`config.mk`:
```
export PLATFORM = sky130hd
export DESIGN_NAME = strm_neuron
export DESIGN_NICKNAME = d
export VERILOG_FILES = /design/src/rtl/nrn_pkg.sv /design/src/rtl/nrn_xnor_pop.sv /design/src/rtl/nrn_acc.sv /design/src/rtl/nrn_seq.sv /design/src/rtl/strm_neuron.sv
export SDC_FILE = /design/constraint.sdc
export NUM_CORES = 1
export LEC_CHECK = 0
export BUFFER_PORTS_ARGS = -buffer_cell sky130_fd_sc_hd__buf_2
export CAP_MARGIN = 20
export CORE_UTILIZATION = 53
export CTS_BUF_LIST = sky130_fd_sc_hd__clkbuf_4 sky130_fd_sc_hd__clkbuf_8 sky130_fd_sc_hd__clkbuf_16
export DETAILED_ROUTE_END_ITERATION = 6
export PLACE_DENSITY = 0.85
export SETUP_SLACK_MARGIN = 0.4
export SLEW_MARGIN = 5
export SYNTH_ARGS = -nofsm -noshare
export SYNTH_HDL_FRONTEND = slang
export SYNTH_SLANG_ARGS = --single-unit
```
`constraint.sdc`:
```
create_clock -name clk_i -period 2.4 [get_ports clk_i]
set_clock_uncertainty 0.2 [all_clocks]
set_input_delay 0.48 -clock clk_i [delete_from_list [all_inputs] [get_ports clk_i]]
set_output_delay 0.48 -clock clk_i [all_outputs]
set_load 0.1 [all_outputs]
```
`src/rtl/nrn_pkg.sv`:
```
package nrn_pkg;
  typedef enum logic [1:0] {
    ST_IDLE = 2'd0,
    ST_RUN  = 2'd1,
    ST_DONE = 2'd2
  } nrn_state_e;
endpackage

```
`src/rtl/nrn_xnor_pop.sv`:
```
module nrn_xnor_pop #(
  parameter int NSYN = 4,
  localparam int PW = $clog2(NSYN + 1)
) (
  input  logic [NSYN-1:0] x_i,
  input  logic [NSYN-1:0] w_i,
  output logic [PW-1:0]   ones_o
);
  logic [NSYN-1:0] prod;

  for (genvar j = 0; j < NSYN; j++) begin : g_mul
    assign prod[j] = ~(x_i[j] ^ w_i[j]);
  end

  always_comb begin
    ones_o = '0;
    for (int j = 0; j < NSYN; j++) begin
      ones_o = ones_o + PW'(prod[j]);
    end
  end
endmodule

```
`src/rtl/nrn_acc.sv`:
```
module nrn_acc #(
  parameter int NSYN = 4,
  parameter int LEN  = 512,
  localparam int PW = $clog2(NSYN + 1),
  localparam int CW = $clog2(NSYN * LEN + 1) + 1
) (
  input  logic          clk_i,
  input  logic          rst_ni,
  input  logic          clear_i,
  input  logic          step_i,
  input  logic [PW-1:0] ones_i,
  output logic          pos_o
);
  logic signed [CW-1:0] count_q;
  logic signed [CW-1:0] delta;

  always_comb begin
    delta = signed'(CW'(ones_i)) + signed'(CW'(ones_i)) - signed'(CW'(NSYN));
  end

  always_ff @(posedge clk_i or negedge rst_ni) begin
    if (!rst_ni) begin
      count_q <= '0;
    end else if (clear_i) begin
      count_q <= '0;
    end else if (step_i) begin
      count_q <= count_q + delta;
    end
  end

  // sign mask: non-negative count (tie included) reads as +1
  assign pos_o = ~count_q[CW-1];
endmodule

```
`src/rtl/nrn_seq.sv`:
```
module nrn_seq
  import nrn_pkg::*;
#(
  parameter int LEN = 512,
  localparam int BW = $clog2(LEN + 1)
) (
  input  logic clk_i,
  input  logic rst_ni,
  input  logic start_i,
  input  logic beat_i,
  output logic run_o,
  output logic clear_o,
  output logic done_o
);
  nrn_state_e    state_q;
  logic [BW-1:0] beat_q;
  logic          last_beat;

  assign run_o     = (state_q == ST_RUN);
  assign done_o    = (state_q == ST_DONE);
  assign clear_o   = start_i && !run_o;
  assign last_beat = beat_i && (beat_q == BW'(LEN - 1));

  always_ff @(posedge clk_i or negedge rst_ni) begin
    if (!rst_ni) begin
      state_q <= ST_IDLE;
      beat_q  <= '0;
    end else begin
      unique case (state_q)
        ST_IDLE, ST_DONE: begin
          if (start_i) begin
            state_q <= ST_RUN;
            beat_q  <= '0;
          end
        end
        ST_RUN: begin
          if (last_beat) begin
            state_q <= ST_DONE;
          end
          if (beat_i) begin
            beat_q <= beat_q + 1'b1;
          end
        end
        default: state_q <= ST_IDLE;
      endcase
    end
  end
endmodule

```
`src/rtl/strm_neuron.sv`:
```
module strm_neuron #(
  parameter int NSYN = 4,
  parameter int LEN  = 512
) (
  input  logic            clk_i,
  input  logic            rst_ni,
  input  logic            start_i,
  input  logic            in_valid_i,
  output logic            in_ready_o,
  input  logic [NSYN-1:0] in_x_i,
  input  logic [NSYN-1:0] in_w_i,
  output logic            done_o,
  output logic            act_o
);
  localparam int PW = $clog2(NSYN + 1);

  logic          run;
  logic          clear;
  logic          beat;
  logic [PW-1:0] ones;

  assign in_ready_o = run;
  assign beat       = in_valid_i && run;

  nrn_seq #(.LEN(LEN)) u_seq (
    .clk_i   (clk_i),
    .rst_ni  (rst_ni),
    .start_i (start_i),
    .beat_i  (beat),
    .run_o   (run),
    .clear_o (clear),
    .done_o  (done_o)
  );

  nrn_xnor_pop #(.NSYN(NSYN)) u_pop (
    .x_i    (in_x_i),
    .w_i    (in_w_i),
    .ones_o (ones)
  );

  nrn_acc #(.NSYN(NSYN), .LEN(LEN)) u_acc (
    .clk_i   (clk_i),
    .rst_ni  (rst_ni),
    .clear_i (clear),
    .step_i  (beat),
    .ones_i  (ones),
    .pos_o   (act_o)
  );
endmodule

```
==> impl_metrics.yaml <==
outcome:
  status: "complete, but fails checks"
  violations: "setup timing"
clock_tree:
  cts_max_level: 1
  cts_root_buffer: "clkbuf_4"
  ctsLongestPathBuffers: 2
  cts_tree: "built"
  clkLatencyLatePin_ns: 0.32
  path_clk_slew_ns: 0.14
  cts_made_buffers: 3
  cts_sinks: 24
power_and_ir_drop:
  cellPowerDensity_nw_per_um2: 1501
  ir_drop_uv: 787.3
  leakage_nw: 1.013
  power.share.clock_pct: 9.5
  internal-power_mw: 1.768
  power_frac_seq_pct: 21.1
  p_comb_share_pct: 69.4
  net-switching-power_mw: 1.404
  finalPower_mw: 3.173
  switching_share_pct: 44.27
synth:
  yosysSeqAreaShare_pct: 36.23
  synth-main-ff-cell: "dfrtp_1"
  synth_edf_count: 0
  synth_cells: 178
  synth_area_um2: 1658
  ys_warn_count: 0
  syn_area_per_cell_um2: 9.314
  synth_seq_cells: 24
  synth_cell_types: 37
  syn-num-nets: 208
  async_reset_ff_share_pct: 100.0
critical_path:
  reg2reg_to: "u_acc.count_q[12]$_DFFE_PN0P_"
  worstSetupEndpointType: "register"
  crit_path_end: "u_acc.count_q[12]$_DFFE_PN0P_"
  r2r_cells: 10
  r2r_setup_slack_ns: -0.16
  path_class: "input port to register"
  arrival_ns: 3.44
  crit_path_start: "in_x_i[1]"
  critPathRequiredTime_ns: 2.46
  crit_fanout: 2
  regToRegStartpoint: "u_acc.count_q[2]$_DFFE_PN0P_"
  start_kind: "input port"
timing:
  clock.fmax_mhz: 295.8
  tightest_slew_ns: 0.5268
  hold_viol: 0
  rsz0062_at_grt: "yes"
  report.final.slew_viol_count: 0
  setup_ws_ns: -0.9812
  fin_crit_sh_pct: 140.9
  setup_viol: 10
  fin_crit_ns: 3.381
  relSlewSlack_pct: 64.88
placed_design:
  place_congestion: 0.8734
  dp_slack_ns: -1.366
  dp_hpwl_um: 2363
  port_buffers: 14
  place_area_um2: 1833
floorplan:
  dieArea_um2: 3356
  dieWidth_um: 57.93
  ios: 15
  core-area_um2: 2853
  die_h_um: 57.93
  start_util_pct: 58.11
  rows: 19
run:
  maxCapViolCount: 0
routing:
  vias: 1354
  wl_per_cell_um: 15.19
  dr.pass1.iters: 4
  viasPerCell: 5.713
  drt-initial-drc-count: 111
  drc: 0
  drt-total-wl_um: 3600
  ant_nets: 0
finish:
  final_cell_area_um2: 2113
  drive_gt1_share_pct: 31.55
  antenna_cells: 0
  nNetsFinal: 237
  syn_to_final_growth_pct: 27.47
  fillCellCount: 203
global_route:
  grt_overflow: 0
  grt_pass1_vias: 1340
  antenna_found_initial: 0
  grt_pass1_wl_um: 5940
  track_usage_pct: 23.17
  grt_max_degree: 25
worst_hold_path:
  hp-class: "input port to register"
cell usage in the layout (no fill, tap or decap), types with 5 or more instances in the layout:
master / n
a21o_1: 5
a21oi_1: 7
buf_2: 7
buf_4: 12
buf_6: 6
dfrtp_1: 24
ha_1: 11
ha_4: 5
inv_1: 18
nand2_1: 19
nor2_1: 8
o21ai_1: 8
xor2_1: 10
how the worst min path moves through the flow:
| stage | from | to | slack [ns] | depth (start not counted) |
|---|---|---|---|---|
| after global routing | start_i | u_seq.state_q[1]$_DFFE_PN0P_ | 0.17 | 2 |
| after global placement | u_acc.count_q[3]$_DFFE_PN0P_ | u_acc.count_q[3]$_DFFE_PN0P_ | 0.28 | 1 |
| after CTS | start_i | u_seq.state_q[1]$_DFFE_PN0P_ | 0.13 | 2 |
| final | start_i | u_seq.state_q[1]$_DFFE_PN0P_ | 0.15 | 2 |
| after floorplan | rst_ni | u_acc.count_q[10]$_DFFE_PN0P_ | -0.02 | 0 |
| after detailed placement | rst_ni | u_seq.state_q[1]$_DFFE_PN0P_ | 0.29 | 1 |
cells in the mapped netlist, types with 2 or more instances:
cell	instances	area (um2)
a21o_1	5	37.54
xnor2_1	6	52.55
nor2_1	8	30.03
buf_2	2	10.01
nor2b_1	2	12.51
nand3_1	3	15.01
ha_1	16	200.2
or3_1	3	18.77
inv_1	24	90.09
a22o_1	3	26.28
dfrtp_1	24	600.6
o31ai_1	3	22.52
nand2_1	19	71.32
o21ai_1	2	10.01
xor2_1	10	87.58
nand4_1	2	12.51
a21oi_1	12	60.06
fa_1	2	40.04
and3_1	5	31.28
o21ai_0	10	50.05
layer usage:
metal  GRT usage (%)  up-vias  part of all wire [%]
met2           41.38       36                    53
met3           2.679        2                   3.4
met4           6.803        0                  0.81
met1           29.48      657                    43
li1                -      659                     -
met5               0        -                     0
sequential cells by signal, summed over array words and instances (netlist names):
register	flops
u_seq.state_q	2
u_acc.count_q	12
u_seq.beat_q	10
cells by family after synthesis:
family	Yosys count	synth area share (%)
xor gates and xnor gates	16	8.453
AOI/OAI and AO/OA	43	18.95
muxes	1	0.6792
DFF	24	36.23
buffers and inverters	28	6.490
adders and majority gates	18	14.49
and+or+nand+nor	48	14.72
worst max-delay path: stages:
cell	delay (ns)
buf_6	0.09
xnor2_2	0.12
ha_1	0.29
inv_2	0.04
fa_2	0.33
inv_2	0.08
ha_4	0.14
inv_4	0.03
ha_4	0.26
inv_4	0.03
ha_4	0.15
fa_2	0.38
a21oi_4	0.16
o21ai_2	0.09
a311oi_4	0.36
mux2_4	0.34
o211ai_2	0.06
final cells by class:
type,count,area [um2],share of cell area [%]
multi-input combinational,126,1110,52.52
inverter,25,101.3,4.796
clock inverter,1,30.03,1.421
tap,31,38.79,1.835
clock buffer,3,22.52,1.066
timing repair buffer,27,210.2,9.947
sequential,24,600.6,28.42
stage by stage:
step	setup TNS (ns)	util, %	hold WS, ns	instances
floorplan	-6.672	-	-0.01559	178
global placement	-9.308	64.25	0.2834	226
detailed placement	-10.30	64.25	0.2911	226
CTS	-6.146	71.45	0.1326	234
global route	-7.494	74.08	0.1681	237
finish	-6.656	74.08	0.1531	237
power groups by stage:
stage | combinational (mW) | clock (mW) | sequential (mW)
finish | 2.20 | 0.302 | 0.670
global route | 2.39 | 0.317 | 0.688
CTS | 2.00 | 0.304 | 0.666
detailed placement | 1.69 | 0 | 0.672
global placement | 1.61 | 0 | 0.665
floorplan | 1.35 | 0 | 0.646
what timing repair did:
| item | CTS | global route |
|---|---|---|
| setup endpoints to repair | 14 | 14 |
| pin swaps | 15 | 14 |
| gates resized for setup | 20 | 12 |
| cloned | 0 | 0 |
| hold buffers | 1 | 0 |
| setup buffers | 3 | 3 |
| hold endpoints to repair | 24 | 0 |
Note: power is estimated with default switching activity, not from simulation.
